--- config.mk ---
export PLATFORM = sky130hd
export DESIGN_NAME = regacc_decoder
export DESIGN_NICKNAME = d
export VERILOG_FILES = /design/src/rtl/regacc_pkg.sv /design/src/rtl/regacc_match.sv /design/src/rtl/regacc_legal.sv /design/src/rtl/regacc_lanes.sv /design/src/rtl/regacc_decoder.sv
export SDC_FILE = /design/constraint.sdc
export NUM_CORES = 1
export LEC_CHECK = 0
export BUFFER_PORTS_ARGS = -buffer_cell sky130_fd_sc_hd__buf_4
export CAP_MARGIN = 10
export CORE_AREA = 5 5 113 115
export DETAILED_ROUTE_END_ITERATION = 6
export DIE_AREA = 0 0 118 120
export GPL_TIMING_DRIVEN = 1
export HOLD_SLACK_MARGIN = 0.12
export PLACE_DENSITY_LB_ADDON = 0.3
export SETUP_SLACK_MARGIN = 0.5
export SLEW_MARGIN = 20
export SYNTH_ARGS = -nofsm -noshare
export SYNTH_HDL_FRONTEND = slang
export SYNTH_SLANG_ARGS = --single-unit
--- constraint.sdc ---
create_clock -name clk -period 3.4 [get_ports clk]
set_clock_uncertainty 0.1 [all_clocks]
set_input_delay 0.17 -clock clk [delete_from_list [all_inputs] [get_ports clk]]
set_output_delay 0.17 -clock clk [all_outputs]
set_load 0.05 [all_outputs]
--- src/rtl/regacc_pkg.sv ---
package regacc_pkg;

    typedef enum logic [1:0] {
        RD_HANDLER = 2'd0,
        RD_ZERO    = 2'd1,
        RD_ONES    = 2'd2
    } rd_kind_e;

    typedef enum logic {
        WR_HANDLER = 1'b0,
        WR_IGNORE  = 1'b1
    } wr_kind_e;

    // bit positions inside region_t.widths
    localparam int W_B8  = 0;
    localparam int W_W32 = 1;
    localparam int W_D64 = 2;

    localparam logic [1:0] SZ_1B = 2'd0;
    localparam logic [1:0] SZ_2B = 2'd1;
    localparam logic [1:0] SZ_4B = 2'd2;
    localparam logic [1:0] SZ_8B = 2'd3;

    typedef struct packed {
        logic [31:0] base;
        logic [31:0] span;
        logic [2:0]  widths;
        rd_kind_e    rd;
        wr_kind_e    wr;
    } region_t;

    localparam int REGION_COUNT = 4;

    // table sorted by base, regions do not overlap
    function automatic region_t region_entry(int idx);
        region_t e;
        e = '0;
        case (idx)
            0: begin
                e.base = 32'h00; e.span = 32'h10; e.widths = 3'b111;
                e.rd = RD_HANDLER; e.wr = WR_HANDLER;
            end
            1: begin
                e.base = 32'h10; e.span = 32'h10; e.widths = 3'b010;
                e.rd = RD_ZERO; e.wr = WR_IGNORE;
            end
            2: begin
                e.base = 32'h40; e.span = 32'h20; e.widths = 3'b011;
                e.rd = RD_ONES; e.wr = WR_HANDLER;
            end
            3: begin
                e.base = 32'h80; e.span = 32'h40; e.widths = 3'b100;
                e.rd = RD_HANDLER; e.wr = WR_IGNORE;
            end
            default: e = '0;
        endcase
        return e;
    endfunction

endpackage

--- src/rtl/regacc_match.sv ---
module regacc_match
    import regacc_pkg::*;
#(
    parameter int ADDR_W  = 16,
    parameter int NUM_REG = REGION_COUNT,
    parameter int IDX_W   = (NUM_REG > 1) ? $clog2(NUM_REG) : 1
) (
    input  logic              clk,
    input  logic              rst,
    input  logic [ADDR_W-1:0] offset,
    output logic              hit,
    output logic [IDX_W-1:0]  idx,
    output logic [ADDR_W-1:0] rel_off,
    output region_t           entry
);

    logic [NUM_REG-1:0] hit_vec;
    logic [32:0]        off_x;

    assign off_x = {1'b0, 32'(offset)};

    for (genvar gi = 0; gi < NUM_REG; gi++) begin : g_cmp
        localparam region_t ENT = region_entry(gi);
        localparam logic [32:0] LO = {1'b0, ENT.base};
        localparam logic [32:0] HI = {1'b0, ENT.base} + {1'b0, ENT.span};
        assign hit_vec[gi] = (off_x >= LO) && (off_x < HI);
    end

    always_comb begin
        hit     = 1'b0;
        idx     = '0;
        entry   = '0;
        rel_off = '0;
        for (int i = 0; i < NUM_REG; i++) begin
            if (hit_vec[i] && !hit) begin
                hit     = 1'b1;
                idx     = IDX_W'(i);
                entry   = region_entry(i);
                rel_off = offset - ADDR_W'(entry.base);
            end
        end
    end

    AST_HIT_ONEHOT: assert property (@(posedge clk) disable iff (rst)
        $onehot0(hit_vec));

endmodule

--- src/rtl/regacc_legal.sv ---
module regacc_legal
    import regacc_pkg::*;
(
    input  logic       hit,
    input  logic [2:0] widths,
    input  logic [1:0] size,
    input  logic [2:0] addr_lo,
    output logic       ok
);

    always_comb begin
        case (size)
            SZ_1B:   ok = hit && widths[W_B8];
            SZ_4B:   ok = hit && widths[W_W32] && (addr_lo[1:0] == 2'b00);
            SZ_8B:   ok = hit && widths[W_D64] && (addr_lo == 3'b000);
            default: ok = 1'b0;
        endcase
    end

endmodule

--- src/rtl/regacc_lanes.sv ---
module regacc_lanes #(
    parameter int LANES  = 8,
    parameter bit TO_BUS = 1'b0
) (
    input  logic [LANES*8-1:0] din,
    input  logic [1:0]         size,
    output logic [LANES*8-1:0] dout
);

    localparam int CW = $clog2(LANES + 1);

    logic [CW-1:0] count;
    assign count = CW'(32'd1 << size);

    for (genvar gi = 0; gi < LANES; gi++) begin : g_lane
        if (!TO_BUS) begin : g_in
            localparam logic [CW-1:0] POS = CW'(gi);
            assign dout[gi*8 +: 8] = (POS < count) ? din[(LANES-1-gi)*8 +: 8] : 8'h00;
        end else begin : g_out
            localparam int          SRC  = LANES - 1 - gi;
            localparam logic [CW-1:0] POS = CW'(SRC);
            assign dout[gi*8 +: 8] = (POS < count) ? din[SRC*8 +: 8] : 8'h00;
        end
    end

endmodule

--- src/rtl/regacc_decoder.sv ---
module regacc_decoder
    import regacc_pkg::*;
#(
    parameter int               ADDR_W   = 16,
    parameter logic [ADDR_W-1:0] DEV_BASE = 16'h1000,
    parameter int               NUM_REG  = REGION_COUNT,
    localparam int              IDX_W    = (NUM_REG > 1) ? $clog2(NUM_REG) : 1
) (
    input  logic              clk,
    input  logic              rst,
    input  logic              req_valid,
    input  logic              req_write,
    input  logic [ADDR_W-1:0] req_addr,
    input  logic [1:0]        req_size,
    input  logic [63:0]       req_wdata,
    output logic              rsp_valid,
    output logic [63:0]       rsp_rdata,
    output logic              hdl_rd_en,
    output logic              hdl_wr_en,
    output logic [IDX_W-1:0]  hdl_idx,
    output logic [ADDR_W-1:0] hdl_off,
    output logic [1:0]        hdl_size,
    output logic [63:0]       hdl_wdata,
    input  logic [63:0]       hdl_rdata
);

    logic [ADDR_W-1:0] offset;
    logic              hit;
    region_t           entry;
    logic              legal;
    logic [63:0]       rd_native;
    logic [63:0]       rd_bus;

    assign offset = req_addr - DEV_BASE;

    regacc_match #(.ADDR_W(ADDR_W), .NUM_REG(NUM_REG), .IDX_W(IDX_W)) u_match (
        .clk     (clk),
        .rst     (rst),
        .offset  (offset),
        .hit     (hit),
        .idx     (hdl_idx),
        .rel_off (hdl_off),
        .entry   (entry)
    );

    regacc_legal u_legal (
        .hit     (hit),
        .widths  (entry.widths),
        .size    (req_size),
        .addr_lo (req_addr[2:0]),
        .ok      (legal)
    );

    regacc_lanes #(.LANES(8), .TO_BUS(1'b0)) u_wlanes (
        .din  (req_wdata),
        .size (req_size),
        .dout (hdl_wdata)
    );

    regacc_lanes #(.LANES(8), .TO_BUS(1'b1)) u_rlanes (
        .din  (rd_native),
        .size (req_size),
        .dout (rd_bus)
    );

    assign hdl_size  = req_size;
    assign hdl_rd_en = req_valid && !req_write && legal && (entry.rd == RD_HANDLER);
    assign hdl_wr_en = req_valid &&  req_write && legal && (entry.wr == WR_HANDLER);

    always_comb begin
        if (!legal) begin
            rd_native = '0;
        end else begin
            case (entry.rd)
                RD_ZERO: rd_native = '0;
                RD_ONES: rd_native = '1;
                default: rd_native = hdl_rdata;
            endcase
        end
    end

    always_ff @(posedge clk) begin
        if (rst) begin
            rsp_valid <= 1'b0;
            rsp_rdata <= '0;
        end else begin
            rsp_valid <= req_valid;
            rsp_rdata <= (req_valid && !req_write) ? rd_bus : 64'd0;
        end
    end

    AST_RSP_NEXT: assert property (@(posedge clk) disable iff (rst)
        req_valid |=> rsp_valid);
    AST_RSP_IDLE: assert property (@(posedge clk) disable iff (rst)
        !req_valid |=> !rsp_valid);
    AST_NO_HALFWORD: assert property (@(posedge clk) disable iff (rst)
        (req_valid && req_size == SZ_2B) |-> !(hdl_rd_en || hdl_wr_en));
    AST_WORD_ALIGN: assert property (@(posedge clk) disable iff (rst)
        (req_valid && req_size == SZ_4B && req_addr[1:0] != 2'b00) |-> !(hdl_rd_en || hdl_wr_en));
    AST_DWORD_ALIGN: assert property (@(posedge clk) disable iff (rst)
        (req_valid && req_size == SZ_8B && req_addr[2:0] != 3'b000) |-> !(hdl_rd_en || hdl_wr_en));
    AST_ILLEGAL_READ_ZERO: assert property (@(posedge clk) disable iff (rst)
        (req_valid && !req_write && !legal) |=> (rsp_rdata == 64'd0));
    AST_WRITE_RSP_ZERO: assert property (@(posedge clk) disable iff (rst)
        (req_valid && req_write) |=> (rsp_rdata == 64'd0));
    AST_BYTE_LANES_CLEAR: assert property (@(posedge clk) disable iff (rst)
        (req_valid && !req_write && req_size == SZ_1B) |=> (rsp_rdata[55:0] == 56'd0));
    AST_IGNORED_WRITE: assert property (@(posedge clk) disable iff (rst)
        (req_valid && req_write && hit && entry.wr == WR_IGNORE) |-> !hdl_wr_en);

endmodule

==> reports/qor.csv <==
metric,value,unit
Synth async-reset ratio,0,%
simple-gate area share of the yosys netlist,30.7,%
Cells after Synth,426,
CP Launch Type,primary input,
WHS Path Cells,0,
met2 Use GR,37.9,%
drt pass-1 iters,5,
Critical Path Stages,10,
hpwl dp,11400,um
share of layout cells above drive strength 1,46.0,%
wire length per cell,17.5,um
Leak Pwr,3.36,nW
Final TNS setup,0,ns
setup violators final,0,
Pwr per Cell Area,329,nW/um^2
fmax,0.368,GHz
largest family of logic cells by synthesized area,simple AND/OR/NAND/NOR gates,
"Cell Chain, Critical Path",buf_4 -> inv_1 -> ha_1 -> nor2b_1 -> a32oi_2 -> nor4b_4 -> nand3_1 -> a21boi_1 -> o32ai_2 -> buf_4,
mux cell area share after synthesis,0.612,%
post-route cell area,6850,sq um
Clock Sinks,65,
die area,14200,sq um
Tmin final,2.72,ns
most common cell in the synthesized netlist,nand2b_1,
total wire length,15800,um
largest net degree at the start of global routing,55,
sequential area share after synthesis,35.3,%
RSZ-0062 raised after global routing,true,
CP top delay family,simple AND/OR/NAND/NOR gates,
core region area,11700,sq um
vias in the first global route,4682,
area taken by multi-input logic gates,2140,sq um
drt first-iter violations,228,
Post-Syn Area,3680,sq um
CP max stage delay,0.41,ns
Post-synth EDFFs,0,
total number of vias,4392,
met3 GRT Util,6.46,%
GP Congestion,0.958,
fin nets,912,
standard-cell rows,40,
Critical Path Most Common Cell,buf_4,
Tightest Hold Check Type,in -> out,
Crit Path Class,in -> out,
share of the synthesized area in the top cell type,35.3,%
final worst-path cycle share,80.0,%
"flops & latches, synth",65,
clock root buffer,clkbuf_16,
Filler Cell Count,1001,
Synth Area in Compound Gates,21.2,%
ANT nets after route,0,
post-synthesis xor/xnor area fraction,0.951,%
CP max FO,8,
Worst VDD drop,327,uV
clk buf depth,2,
"Buf+Inv Stages, Crit Path",3,
Power Total,2.25,mW
CTS buffer count,9,
TritonCTS clock tree,built,
post-CTS setup buffer count,0,
ANT cells,0,
die width,118,um
number of max-cap violations,0,
Syn Area/Cell,8.64,sq um
leading area contributor after synthesis,dfxtp_1,
max-slew violation count,0,
Initial Util,31.4,%
crit path DAT,2.45,ns
# IOs,301,
"slowest stage cell, crit path",nor4b_4,
Die Y-Extent,120,um
warnings from Yosys,0,
All-Layer GR Usage,21.5,%
# H-tree levels,3,
met1 GRT Util,24.7,%
busiest grt layer,met2,
outcome,finished clean,
post-synthesis adder-cell area fraction,4.08,%
Setup crit end kind,primary output,
Synth top cells by count,"nand2b_1, dfxtp_1, and3_1, clkbuf_1, a21oi_2",
DRC violations left,0,
vias per cell,4.87,
Slew HR,35.8,%
Sequential Area,1300,sq um
Synth area leaders,"dfxtp_1, nand2b_1, a21oi_2",
ys flop type,dfxtp_1,
area added between synthesis and finish,86.1,%
Placement Cell Area,5870,sq um
Syn Nets,588,
initial antenna violation count,0,
Hold Fails Final Rpt,0,
required time of the critical path,3.13,ns
GRT overflow,0,
fin util,58.5,%
Worst-Margin Slew,0.962,ns
Synth cell types,52,
Port Buf Inserts,284,
first-pass GRT wire length,25100,um
cells by family after synthesis:
kind of cell / Yosys count
and+or+nand+nor: 184
AOI/OAI and AO/OA: 102
buffers and inverters: 57
DFF: 65
xor gates and xnor gates: 4
muxes: 2
adders and majority gates: 12
final cells by class:
cell class,count,share of cell area (%)
inverter,14,0.767
clock buffer,12,3.60
tap,147,2.68
clock inverter,3,0.949
sequential,65,19.0
timing repair buffer,356,41.8
multi-input combinational,304,31.2
sequential cells by signal, indices dropped and copies added (netlist names):
register	count
rsp_valid	1
rsp_rdata	64
where the power goes:
part           leakage (nW)  internal [mW]  switching, mW
Clock                 0.153          0.656          0.302
Sequential            0.524          0.764       0.000271
Combinational          2.68          0.248          0.283
Total                  3.36           1.67          0.585
layer usage:
metal | vias to the layer above | part of all wire (%)
li1 | 2119 | -
met1 | 2005 | 40
met2 | 235 | 50
met3 | 33 | 8.2
met4 | 0 | 2.3
met5 | - | 0
per-stage QoR:
stage / std cells / setup slack, ns / hold slack [ns]
2_1_floorplan: 426 / 0.545 / 0.153
3_3_place_gp: 820 / 0.510 / 0.240
3_5_place_dp: 820 / 0.361 / 0.240
4_1_cts: 901 / 0.694 / 0.240
5_1_grt: 901 / 0.514 / 0.240
6_report: 901 / 0.679 / 0.240
worst paths after layout:
check                         start           end
worst max-delay path   req_addr[12]   hdl_off[15]
worst min-delay path  req_wdata[63]  hdl_wdata[7]
what timing repair did:
action                                  in CTS  in global routing
hold endpoints to repair                    65                  0
gates resized for setup                      0                  1
hold buffers                                66                  0
endpoints found under the setup margin       0                 56
layout by cell type (no fill, tap or decap), drive strengths merged, types with 12 or more instances in the layout:
cell type    count
buf            290
and3            34
dfxtp           65
nand2b          69
and2            22
a211oi          25
a21oi           43
ha              12
dlygate4sd3     66
clkbuf          12
inv             14
No activity file was read; power rests on OpenSTA's default activity.
